--- config.mk ---
export PLATFORM = sky130hd
export DESIGN_NAME = ring_dma
export DESIGN_NICKNAME = d
export VERILOG_FILES = /design/src/rtl/ring_dma_pkg.sv /design/src/rtl/ring_evt.sv /design/src/rtl/ring_tx_engine.sv /design/src/rtl/ring_rx_engine.sv /design/src/rtl/ring_dma.sv
export SDC_FILE = /design/constraint.sdc
export NUM_CORES = 1
export LEC_CHECK = 0
export BUFFER_PORTS_ARGS = -buffer_cell sky130_fd_sc_hd__clkbuf_2
export CORE_MARGIN = 2
export CORE_UTILIZATION = 64
export CTS_BUF_LIST = sky130_fd_sc_hd__clkbuf_4 sky130_fd_sc_hd__clkbuf_8
export DETAILED_ROUTE_END_ITERATION = 10
export PLACE_DENSITY = 0.95
export RECOVER_POWER = 100
export SLEW_MARGIN = 20
export SYNTH_ARGS = -nofsm -noshare
export SYNTH_HDL_FRONTEND = slang
export SYNTH_HIERARCHICAL = 1
export SYNTH_SLANG_ARGS = --single-unit
export TNS_END_PERCENT = 1
--- constraint.sdc ---
create_clock -name clk -period 8.34 [get_ports clk]
set_input_delay 0.417 -clock clk [delete_from_list [all_inputs] [get_ports clk]]
set_output_delay 0.417 -clock clk [all_outputs]
set_load 0.005 [all_outputs]
--- src/rtl/ring_dma_pkg.sv ---
package ring_dma_pkg;

  localparam int AW    = 32;
  localparam int DW    = 32;
  localparam int LEN_W = 16;
  localparam int ST_W  = 16;
  localparam int N_EV  = 5;

  // status bit positions inside the 16-bit status half-word
  localparam int ST_OWN  = 15;
  localparam int ST_WRAP = 13;
  localparam int ST_INT  = 12;
  localparam int ST_LAST = 11;
  localparam int ST_CRC  = 10;
  localparam int ST_OVR  = 1;
  localparam int ST_ERR  = 0;

  localparam logic [AW-1:0] DESC_BYTES = AW'(8);

  // event bit positions
  localparam int EV_TXF  = 0;
  localparam int EV_RXF  = 1;
  localparam int EV_BUSY = 2;
  localparam int EV_TXS  = 3;
  localparam int EV_RXS  = 4;

  typedef enum logic [3:0] {
    T_HALT, T_RD0, T_W0, T_RD1, T_W1, T_LDW, T_WTW, T_SEND, T_WB, T_STOP
  } tx_state_e;

  typedef enum logic [2:0] {
    R_HALT, R_RD0, R_W0, R_RD1, R_W1, R_DATA, R_WB, R_STOP
  } rx_state_e;

  // ring offset of the descriptor after the current one
  function automatic logic [AW-1:0] next_off(input logic [AW-1:0] off, input logic wrap);
    return wrap ? '0 : off + DESC_BYTES;
  endfunction

  // word address holding buffer byte cnt
  function automatic logic [AW-1:0] word_addr(input logic [AW-1:0] ptr, input logic [LEN_W-1:0] cnt);
    return ptr + AW'({cnt[LEN_W-1:2], 2'b00});
  endfunction

  function automatic logic [7:0] pick_byte(input logic [DW-1:0] w, input logic [1:0] lane);
    logic [DW-1:0] s;
    s = w >> (8 * lane);
    return s[7:0];
  endfunction

  // lane 0 starts a fresh word; other lanes merge into the bytes held so far
  function automatic logic [DW-1:0] put_byte(input logic [DW-1:0] w, input logic [1:0] lane,
                                             input logic [7:0] b);
    logic [DW-1:0] base;
    logic [DW-1:0] m;
    base = (lane == 2'd0) ? '0 : w;
    m    = DW'(32'hFF) << (8 * lane);
    return (base & ~m) | (DW'(b) << (8 * lane));
  endfunction

  function automatic logic [ST_W-1:0] rx_status(input logic wrap, input logic ovr, input logic err);
    logic [ST_W-1:0] s;
    s          = '0;
    s[ST_WRAP] = wrap;
    s[ST_OVR]  = ovr;
    s[ST_ERR]  = err;
    return s;
  endfunction

endpackage

--- src/rtl/ring_evt.sv ---
module ring_evt #(
  parameter int N = 5
) (
  input  logic         clk,
  input  logic         rst_n,
  input  logic [N-1:0] set,
  input  logic [N-1:0] clr,
  output logic [N-1:0] q
);

  always_ff @(posedge clk) begin
    if (!rst_n) q <= '0;
    else        q <= (q & ~clr) | set;
  end

  for (genvar i = 0; i < N; i++) begin : g_chk
    // a raised event is visible next cycle, even against a clear
    p_set_sticks_r10: assert property (@(posedge clk) disable iff (!rst_n)
      set[i] |=> q[i]);
    // a clear without a set drops the bit
    p_clr_drops_r10: assert property (@(posedge clk) disable iff (!rst_n)
      (clr[i] && !set[i]) |=> !q[i]);
  end

endmodule

--- src/rtl/ring_tx_engine.sv ---
module ring_tx_engine
  import ring_dma_pkg::*;
(
  input  logic          clk,
  input  logic          rst_n,
  input  logic [AW-1:0] base,
  input  logic          clr_halt,
  input  logic          gstop,
  output logic          m_req,
  output logic          m_we,
  output logic [AW-1:0] m_addr,
  output logic [DW-1:0] m_wdata,
  input  logic [DW-1:0] m_rdata,
  output logic          tx_valid,
  output logic [7:0]    tx_data,
  output logic          tx_last,
  input  logic          tx_ready,
  output logic          halted,
  output logic          ev_frame,
  output logic          ev_stop
);

  tx_state_e        state;
  logic [AW-1:0]    off;
  logic [ST_W-1:0]  st;
  logic [LEN_W-1:0] len;
  logic [AW-1:0]    ptr;
  logic [LEN_W-1:0] cnt;
  logic [DW-1:0]    word;

  // named internal events
  logic fetch_miss;
  logic wb_fire;
  logic is_last;

  assign is_last    = (cnt + LEN_W'(1)) >= len;
  assign fetch_miss = (state == T_W0) && !m_rdata[16 + ST_OWN];
  assign wb_fire    = (state == T_WB);
  assign ev_frame   = wb_fire;
  assign ev_stop    = (state == T_RD0) && gstop;
  assign halted     = (state == T_HALT);

  always_comb begin
    m_req    = 1'b0;
    m_we     = 1'b0;
    m_addr   = base + off;
    m_wdata  = '0;
    tx_valid = 1'b0;
    tx_data  = pick_byte(word, cnt[1:0]);
    tx_last  = 1'b0;
    case (state)
      T_RD0:  m_req = !gstop;
      T_RD1:  begin m_req = 1'b1; m_addr = base + off + AW'(4); end
      T_LDW:  begin m_req = 1'b1; m_addr = word_addr(ptr, cnt); end
      T_SEND: begin tx_valid = 1'b1; tx_last = is_last; end
      T_WB: begin
        m_req   = 1'b1;
        m_we    = 1'b1;
        m_wdata = {st & ~(ST_W'(1) << ST_OWN), len};
      end
      default: ;
    endcase
  end

  always_ff @(posedge clk) begin
    if (!rst_n) begin
      state <= T_HALT;
      off   <= '0;
      st    <= '0;
      len   <= '0;
      ptr   <= '0;
      cnt   <= '0;
      word  <= '0;
    end else begin
      case (state)
        T_HALT: if (clr_halt) state <= T_RD0;
        T_RD0:  state <= gstop ? T_STOP : T_W0;
        T_W0: begin
          st    <= m_rdata[DW-1:16];
          len   <= m_rdata[LEN_W-1:0];
          state <= fetch_miss ? T_HALT : T_RD1;
        end
        T_RD1:  state <= T_W1;
        T_W1: begin
          ptr   <= m_rdata;
          cnt   <= '0;
          state <= T_LDW;
        end
        T_LDW:  state <= T_WTW;
        T_WTW: begin
          word  <= m_rdata;
          state <= T_SEND;
        end
        T_SEND: if (tx_ready) begin
          if (is_last) state <= T_WB;
          else begin
            cnt <= cnt + LEN_W'(1);
            if (cnt[1:0] == 2'd3) state <= T_LDW;
          end
        end
        T_WB: begin
          off   <= next_off(off, st[ST_WRAP]);
          state <= T_RD0;
        end
        T_STOP: if (!gstop) state <= T_RD0;
        default: state <= T_HALT;
      endcase
    end
  end

  // a descriptor not owned by the engine halts it
  p_halt_on_miss_r7: assert property (@(posedge clk) disable iff (!rst_n)
    fetch_miss |=> halted);
  // the only descriptor write hands ownership back
  p_wb_clears_ready_r3: assert property (@(posedge clk) disable iff (!rst_n)
    (m_req && m_we) |-> !m_wdata[16 + ST_OWN]);
  // a stalled byte is held steady
  p_stream_hold_r3: assert property (@(posedge clk) disable iff (!rst_n)
    (tx_valid && !tx_ready) |=> (tx_valid && $stable(tx_data) && $stable(tx_last)));
  // a wrapped descriptor sends the ring back to its base
  p_wrap_to_base_r6: assert property (@(posedge clk) disable iff (!rst_n)
    (wb_fire && st[ST_WRAP]) |=> (off == '0));
  // a graceful stop leaves the stream and memory quiet
  p_stop_quiet_r9: assert property (@(posedge clk) disable iff (!rst_n)
    ev_stop |=> (!tx_valid && !m_req));

endmodule

--- src/rtl/ring_rx_engine.sv ---
module ring_rx_engine
  import ring_dma_pkg::*;
#(
  parameter int MAX_LEN = 1518
) (
  input  logic          clk,
  input  logic          rst_n,
  input  logic [AW-1:0] base,
  input  logic          clr_halt,
  input  logic          busy_pend,
  input  logic          gstop,
  output logic          m_req,
  output logic          m_we,
  output logic [AW-1:0] m_addr,
  output logic [DW-1:0] m_wdata,
  input  logic [DW-1:0] m_rdata,
  input  logic          rx_valid,
  input  logic [7:0]    rx_data,
  input  logic          rx_last,
  input  logic          rx_err,
  output logic          rx_ready,
  output logic          halted,
  output logic          ev_frame,
  output logic          ev_busy,
  output logic          ev_stop
);

  localparam logic [LEN_W-1:0] LIMIT = LEN_W'(MAX_LEN);

  rx_state_e        state;
  logic [AW-1:0]    off;
  logic             wrap;
  logic [AW-1:0]    ptr;
  logic [LEN_W-1:0] cnt;
  logic [DW-1:0]    word;
  logic             ovr;
  logic             err;

  // named internal events
  logic accept;
  logic store;
  logic wb_fire;
  logic [DW-1:0] merged;
  logic unused_bits;

  assign unused_bits = ^{m_rdata[DW-2], m_rdata[DW-4:0]};
  assign rx_ready = (state == R_DATA);
  assign accept   = rx_valid && rx_ready;
  assign store    = accept && (cnt < LIMIT);
  assign merged   = put_byte(word, cnt[1:0], rx_data);
  assign wb_fire  = (state == R_WB);
  assign ev_frame = wb_fire;
  assign ev_busy  = (state == R_W0) && !m_rdata[16 + ST_OWN];
  assign ev_stop  = (state == R_RD0) && gstop;
  assign halted   = (state == R_HALT);

  always_comb begin
    m_req   = 1'b0;
    m_we    = 1'b0;
    m_addr  = base + off;
    m_wdata = '0;
    case (state)
      R_RD0: m_req = !gstop;
      R_RD1: begin m_req = 1'b1; m_addr = base + off + AW'(4); end
      R_DATA: if (store) begin
        m_req   = 1'b1;
        m_we    = 1'b1;
        m_addr  = word_addr(ptr, cnt);
        m_wdata = merged;
      end
      R_WB: begin
        m_req   = 1'b1;
        m_we    = 1'b1;
        m_wdata = {rx_status(wrap, ovr, err), cnt};
      end
      default: ;
    endcase
  end

  always_ff @(posedge clk) begin
    if (!rst_n) begin
      state <= R_HALT;
      off   <= '0;
      wrap  <= 1'b0;
      ptr   <= '0;
      cnt   <= '0;
      word  <= '0;
      ovr   <= 1'b0;
      err   <= 1'b0;
    end else begin
      case (state)
        R_HALT: if (clr_halt && !busy_pend) state <= R_RD0;
        R_RD0:  state <= gstop ? R_STOP : R_W0;
        R_W0: begin
          wrap  <= m_rdata[16 + ST_WRAP];
          state <= ev_busy ? R_HALT : R_RD1;
        end
        R_RD1:  state <= R_W1;
        R_W1: begin
          ptr   <= m_rdata;
          cnt   <= '0;
          ovr   <= 1'b0;
          err   <= 1'b0;
          state <= R_DATA;
        end
        R_DATA: if (accept) begin
          if (store) begin
            word <= merged;
            cnt  <= cnt + LEN_W'(1);
          end else begin
            ovr  <= 1'b1;
          end
          if (rx_last) begin
            err   <= rx_err;
            state <= R_WB;
          end
        end
        R_WB: begin
          off   <= next_off(off, wrap);
          state <= R_RD0;
        end
        R_STOP: if (!gstop) state <= R_RD0;
        default: state <= R_HALT;
      endcase
    end
  end

  // a missed descriptor halts reception and closes the stream
  p_busy_halts_r8: assert property (@(posedge clk) disable iff (!rst_n)
    ev_busy |=> (halted && !rx_ready));
  // a pending busy event keeps the engine halted
  p_resume_gate_r8: assert property (@(posedge clk) disable iff (!rst_n)
    (halted && busy_pend) |=> halted);
  // a reported length never exceeds the buffer limit
  p_len_bound_r5: assert property (@(posedge clk) disable iff (!rst_n)
    wb_fire |-> (m_wdata[LEN_W-1:0] <= LIMIT));
  // the header write returns the descriptor to software
  p_give_back_r4: assert property (@(posedge clk) disable iff (!rst_n)
    wb_fire |-> !m_wdata[16 + ST_OWN]);
  // a wrapped descriptor sends the ring back to its base
  p_wrap_to_base_r6: assert property (@(posedge clk) disable iff (!rst_n)
    (wb_fire && wrap) |=> (off == '0));

endmodule

--- src/rtl/ring_dma.sv ---
module ring_dma
  import ring_dma_pkg::*;
#(
  parameter int MAX_RX_LEN = 1518
) (
  input  logic              clk,
  input  logic              rst_n,
  input  logic [AW-1:0]     tx_base,
  input  logic [AW-1:0]     rx_base,
  input  logic              tx_clr_halt,
  input  logic              rx_clr_halt,
  input  logic              tx_gstop,
  input  logic              rx_gstop,
  input  logic [N_EV-1:0]   ev_clr,
  output logic [N_EV-1:0]   ev,
  output logic              tx_halted,
  output logic              rx_halted,
  output logic              txm_req,
  output logic              txm_we,
  output logic [AW-1:0]     txm_addr,
  output logic [DW-1:0]     txm_wdata,
  input  logic [DW-1:0]     txm_rdata,
  output logic              rxm_req,
  output logic              rxm_we,
  output logic [AW-1:0]     rxm_addr,
  output logic [DW-1:0]     rxm_wdata,
  input  logic [DW-1:0]     rxm_rdata,
  output logic              tx_valid,
  output logic [7:0]        tx_data,
  output logic              tx_last,
  input  logic              tx_ready,
  input  logic              rx_valid,
  input  logic [7:0]        rx_data,
  input  logic              rx_last,
  input  logic              rx_err,
  output logic              rx_ready
);

  logic tx_frame_ev, tx_stop_ev;
  logic rx_frame_ev, rx_busy_ev, rx_stop_ev;
  logic [N_EV-1:0] ev_set;

  ring_tx_engine u_tx (
    .clk      (clk),
    .rst_n    (rst_n),
    .base     (tx_base),
    .clr_halt (tx_clr_halt),
    .gstop    (tx_gstop),
    .m_req    (txm_req),
    .m_we     (txm_we),
    .m_addr   (txm_addr),
    .m_wdata  (txm_wdata),
    .m_rdata  (txm_rdata),
    .tx_valid (tx_valid),
    .tx_data  (tx_data),
    .tx_last  (tx_last),
    .tx_ready (tx_ready),
    .halted   (tx_halted),
    .ev_frame (tx_frame_ev),
    .ev_stop  (tx_stop_ev)
  );

  ring_rx_engine #(.MAX_LEN(MAX_RX_LEN)) u_rx (
    .clk       (clk),
    .rst_n     (rst_n),
    .base      (rx_base),
    .clr_halt  (rx_clr_halt),
    .busy_pend (ev[EV_BUSY]),
    .gstop     (rx_gstop),
    .m_req     (rxm_req),
    .m_we      (rxm_we),
    .m_addr    (rxm_addr),
    .m_wdata   (rxm_wdata),
    .m_rdata   (rxm_rdata),
    .rx_valid  (rx_valid),
    .rx_data   (rx_data),
    .rx_last   (rx_last),
    .rx_err    (rx_err),
    .rx_ready  (rx_ready),
    .halted    (rx_halted),
    .ev_frame  (rx_frame_ev),
    .ev_busy   (rx_busy_ev),
    .ev_stop   (rx_stop_ev)
  );

  always_comb begin
    ev_set          = '0;
    ev_set[EV_TXF]  = tx_frame_ev;
    ev_set[EV_RXF]  = rx_frame_ev;
    ev_set[EV_BUSY] = rx_busy_ev;
    ev_set[EV_TXS]  = tx_stop_ev;
    ev_set[EV_RXS]  = rx_stop_ev;
  end

  ring_evt #(.N(N_EV)) u_evt (
    .clk   (clk),
    .rst_n (rst_n),
    .set   (ev_set),
    .clr   (ev_clr),
    .q     (ev)
  );

  // nothing moves on either stream while its engine is halted
  p_halted_idle_r1: assert property (@(posedge clk) disable iff (!rst_n)
    (tx_halted |-> !tx_valid) and (rx_halted |-> !rx_ready));

endmodule

# Word level (Yosys, flattened, before mapping)
# Cells that the tools add are included.
# classes
add_sub_neg,10
magnitude_cmp,2
eq_ne,28
shifts,3
n_mux,43
bitwise,6
reduce_logical,26
# ops
operator,count
one-hot mux 32 bit (2 select lines),3
2-to-1 mux 32 bit,5
adder 32 x 16 -> 32 bit,2
"adder 32 x 3 -> 32 bit, second input constant",2
adder 32 bit,2
"adder 32 x 4 -> 32 bit, second input constant",2
2-to-1 mux 16 bit,4
one-hot mux 16 bit (2 select lines),2
one-hot mux 4 bit (10 select lines),1
"adder 16 x 1 -> 16 bit, second input constant",2
bitwise AND 32 bit,1
inverter 32 bit,1
OR 32 bit,1
<< shifter 8 x 5 -> 32 bit,1
"<< shifter 8 x 5 -> 32 bit, first input constant",1
right shift 32 x 5 -> 8 bit,1
2-to-1 mux 31 bit,1
2-to-1 mux 4 bit,6
one-hot mux 3 bit (8 select lines),1
"!= test 2 bit, second input constant",9
"equality test 4 x 3 -> 1 bit, second input constant",4
greater-or-equal comparator 16 bit,1
"less-than comparator 16 x 11 -> 1 bit, second input constant",1
2-to-1 mux 3 bit,5
other kinds (26),59
# word_totals
reg_bits,270
input_bits,151
output_inout_bits,150
elab_cells,134

# Depth between registers and ports, before layout
# logic_depth
depth_word,6
depth_mapped,19
ltp_nobuf,16

# By module
# The synthesis kept the hierarchy.
# modules_own_cells
mod,instances,cells_per_inst,area_each_um2,seq_area_each_um2
ring_tx_engine,1,1326,10259.8,2882.8
ring_rx_engine,1,1159,8684.6,2302.2
ring_evt,1,15,206.4,100.1

# Least setup slack after synthesis
# No wires, ideal clock.
# synth_path
path_type,flip-flop to flip-flop
start,register u_tx.cnt[0]
end,register u_tx.cnt[10]
setup_time_ns,0.087
arrival_ns,3.544
t_required_ns,8.253
setup_slack_ns,4.709
stages_incl_launch_ff,20
path_buffers,3
period_less_slack_ns,3.631
path_cell_list,dfxtp_1 > ha_1 > nand3_1 > nor2_1 > and3_1 > and3_1 > clkbuf_1 > xor2_1 > ha_1 > a21o_1 > a21oi_1 > nand2_1 > a21oi_1 > o31a_1 > clkbuf_1 > nand4_1 > clkbuf_1 > nor2_1 > o21ai_0 > o31ai_1
# synth_via
elab_chain_len,4
elab_cells_between_ends,7
classes_between,add/sub: 1; order compare: 1; eq/ne: 1; mux: 3; reduce/logical: 1
# synth_lines
element,line_no,text
from (decl),ring_tx_engine.sv:28,logic [LEN_W-1:0] cnt;
from (signal assigned),ring_tx_engine.sv:97,cnt <= cnt + LEN_W'(1);
adder 16 x 1 -> 16 bit (*),"ring_tx_engine.sv:36, ring_tx_engine.sv:97",
greater-or-equal comparator 16 bit / 2-to-1 mux 16 bit (equally long branches),"ring_tx_engine.sv:36, ring_tx_engine.sv:95",
!= test 2 bit (no source line) / 2-to-1 mux 16 bit (equally long branches),--,
AND reduction 3 bit (no source line) / one-hot mux 16 bit (2 select lines) (equally long branches),--,
# Mark *: on every way between the ends. The rest lies on a longest branch, timed or not. The select of a mux whose other input is x is not followed.
# A chain may end at the register's enable or synchronous reset.

# Final worst setup path
# layout_path
start,register u_rx.off[4]
end,output port rxm_addr[30]
# layout_via
elab_chain_len,3
elab_cells_between_ends,4
classes_between,add/sub: 2; mux: 2
# layout_lines
element,line_no,text
from (decl),ring_rx_engine.sv:31,logic [AW-1:0] off;
from (signal assigned),ring_rx_engine.sv:119,"off <= next_off(off, wrap);"
adder 32 bit (*),"ring_rx_engine.sv:60, ring_rx_engine.sv:64",
adder 32 x 3 -> 32 bit / 2-to-1 mux 32 bit (equally long branches),"ring_rx_engine.sv:64, ring_rx_engine.sv:65",
one-hot mux 32 bit (2 select lines) (*),ring_rx_engine.sv:62,case (state)
to (decl),ring_dma.sv:25,"output logic [AW-1:0] rxm_addr,"
# Mark *: on every way between the ends. The rest lies on a longest branch, timed or not.

==> flow_summary.ini <==
[sta]
fin_worst_skew_ps = 40.09
worst_slew_pin_slew_ps = 3534
final_hold_viol_count = 0
layout_setup_ws_ps = 3000
whs_ps = 80.06
setup_tns_ps = 0
setup_viol = 0
drv_slew = 202
period_minus_slack_ps = 5340
slew_headroom_pct = -135.6
finalCritPeriodShare_pct = 64.03
fmax_ghz = 0.1873
rsz0062_at_grt = no

[global_routing]
grt-ovfl-total = 0
grt_pass1_vias = 18604
track_usage_pct = 35.31
antenna_found_initial = 1
grt_max_degree = 95
grt_pass1_wl_um = 91000

[floorplan]
die_w_um = 177.0
start_util_pct = 64.79
die_h_um = 177.0
ioPinCount = 301
core_area_mm2 = 0.02956
die_area_mm2 = 0.03132
core.rowCount = 63

[worst_setup_path]
cp-start-kind = register
crit_path_end_kind = output port
cp_max_fo = 7
cp.required_ps = 7920
crit_type = register to output port
cp.arrival_ps = 4920

[run_status]
status = finished with violations
violations = capacitance limit, slew limit

[logic_synthesis]
synth_xor_area_share_pct = 9.911
syn_area_per_cell_um2 = 7.660
ys_ff_latch = 264
yosysUniqueCellTypes = 105
synth_edf_count = 0
seq_area_frac_synth_pct = 27.60
synth-simple-area-share_pct = 25.98
synthAdderAreaFrac_pct = 7.383
synth_ff_type = dfxtp_1
synth_compound_area_share_pct = 23.86
ys.warnings.count = 6
yosysTopAreaCellShare_pct = 27.60
syn-num-nets = 2762
syn-cell-area_mm2 = 0.01915
synthMuxAreaShare_pct = 1.477
synth_area_leaders = dfxtp_1, nand2_1, ha_1, a21boi_0, xor2_1
async_flop_share_pct = 0
syn_inst = 2500
yosys.area.top_type = dfxtp_1
synth_top_family_by_area = simple AND/OR/NAND/NOR gates

[cells_and_area]
multi_input_area_mm2 = 0.01308
nFillCells = 2298
fin_cells = 3140
area_growth_pct = 12.15
layout_common_cells = nand2_1, dfxtp_1, clkbuf_2
seqCellArea_mm2 = 0.005285
drive_gt1_share_pct = 14.30
fin_nets = 2983
final_common_cell = nand2_1

[placement]
hpwl_um = 42880
numPortBuffers = 299
pre_cts_slack_ps = 3565
placed_cells = 3064
gp_congestion = 0.9201

[cts]
clock_path_buffers = 3
cts_tree = built
numCtsBuffers = 45
ctsHoldBuffers = 0
clkLatencyLatePin_ps = 580
cts_max_level = 2
cts_num_sinks = 264
post_cts_resized = 0
postCtsSetupRepairBufs = 0
clk_pin_slew_ps = 70
clockRootBuffer = clkbuf_8

[detailed_routing]
final_antenna_net_count = 0
dr.pass1.iters = 7
drtIter0Drc = 1728
vias = 19655
vias_per_cell = 6.260
drc_errors = 0
wl_per_cell_um = 18.36
drt-total-wl_um = 57650

[flow_run]
cap_violations = 4

[power_and_ir_drop]
power_density_mw_per_mm2 = 153.2
p_leak_nw = 8.756
irDropWorstVdd_mv = 0.1245

[worst_hold_path]
holdCritPathClass = primary input to register
## routing by layer
| layer | vias to the layer above | GRT usage (%) | part of all wire (%) |
|---|---|---|---|
| met3 | 186 | 5.241 | 8.0 |
| li1 | 9266 | - | - |
| met1 | 9157 | 46.31 | 42 |
| met2 | 1046 | 56.74 | 45 |
| met5 | - | 0 | 0 |
| met4 | 0 | 17.36 | 4.6 |
## cells in the mapped netlist (39+ instances only)
cell type  instances
nand3_1           84
nand2_1          489
xnor2_1           95
dfxtp_1          264
a22oi_1           52
a21boi_0         152
ha_1             109
and2_1            39
a21oi_1          107
clkbuf_1         118
o21ai_0          118
xor2_1           118
nor3_1            39
nor2_1           185
and3_1            47
inv_1             41
## final cells by class
cell class | instances | area share, %
antenna | 2 | 0.02330
clock buffer | 67 | 3.915
clock inverter | 7 | 0.5126
inverter | 42 | 0.7340
multi-input combinational | 2055 | 60.91
sequential | 264 | 24.61
tap | 390 | 2.272
timing repair buffer | 313 | 7.031
## cell families after synthesis
family	Yosys count
buf+inv	181
xor+xnor	215
compound gates	660
flops	264
fa+ha+maj	112
other cells	1
mux	18
simple gates	1049
## report_power, final
group	switching, mW	leakage (nW)	internal, mW
logic	0.417	6.13	0.243
registers	0.0660	2.13	1.32
clock network	0.545	0.498	0.705
total	1.03	8.76	2.26
## per-stage QoR
| stage | util, % | cell area (um2) | power [mW] |
|---|---|---|---|
| 2_1_floorplan | - | 19150 | 1.813 |
| 5_1_grt | 72.65 | 21480 | 3.431 |
| 6_report | 72.66 | 21480 | 3.291 |
| 3_3_place_gp | 70.04 | 20700 | 2.032 |
| 4_1_cts | 73.25 | 21650 | 3.304 |
| 3_5_place_dp | 70.04 | 20700 | 2.053 |
## critical path, cell delays in order (launching register included)
cell and delay, ps:
dfxtp_1 480, ha_1 350, a211oi_1 380, o21ai_0 250, xnor2_1 250, nor4_1 550
nand2_1 190, or4_1 520, nor4_1 460, nand3_1 170, xor2_1 170, o21ai_0 380
clkbuf_2 190
## sequential cells by signal, indices dropped and copies added (netlist names), 15 cells and up
signal	cells
u_rx/cnt	16
u_rx/off	29
u_rx/ptr	32
u_rx/word	32
u_tx/cnt	16
u_tx/len	16
u_tx/off	29
u_tx/ptr	32
u_tx/st	15
u_tx/word	32
## worst paths after layout
path                      from            to  slack (ps)  cells after the start
hold / removal    rxm_rdata[3]   u_rx/ptr[3]          80                      3
hold reg to reg     u_tx/st[0]    u_tx/st[0]         470                      2
setup reg to reg   u_tx/cnt[1]   u_tx/cnt[6]        3460                     16
setup / recovery   u_rx/off[4]  rxm_addr[30]        3000                     12
Power figures use the tool's default switching activity.
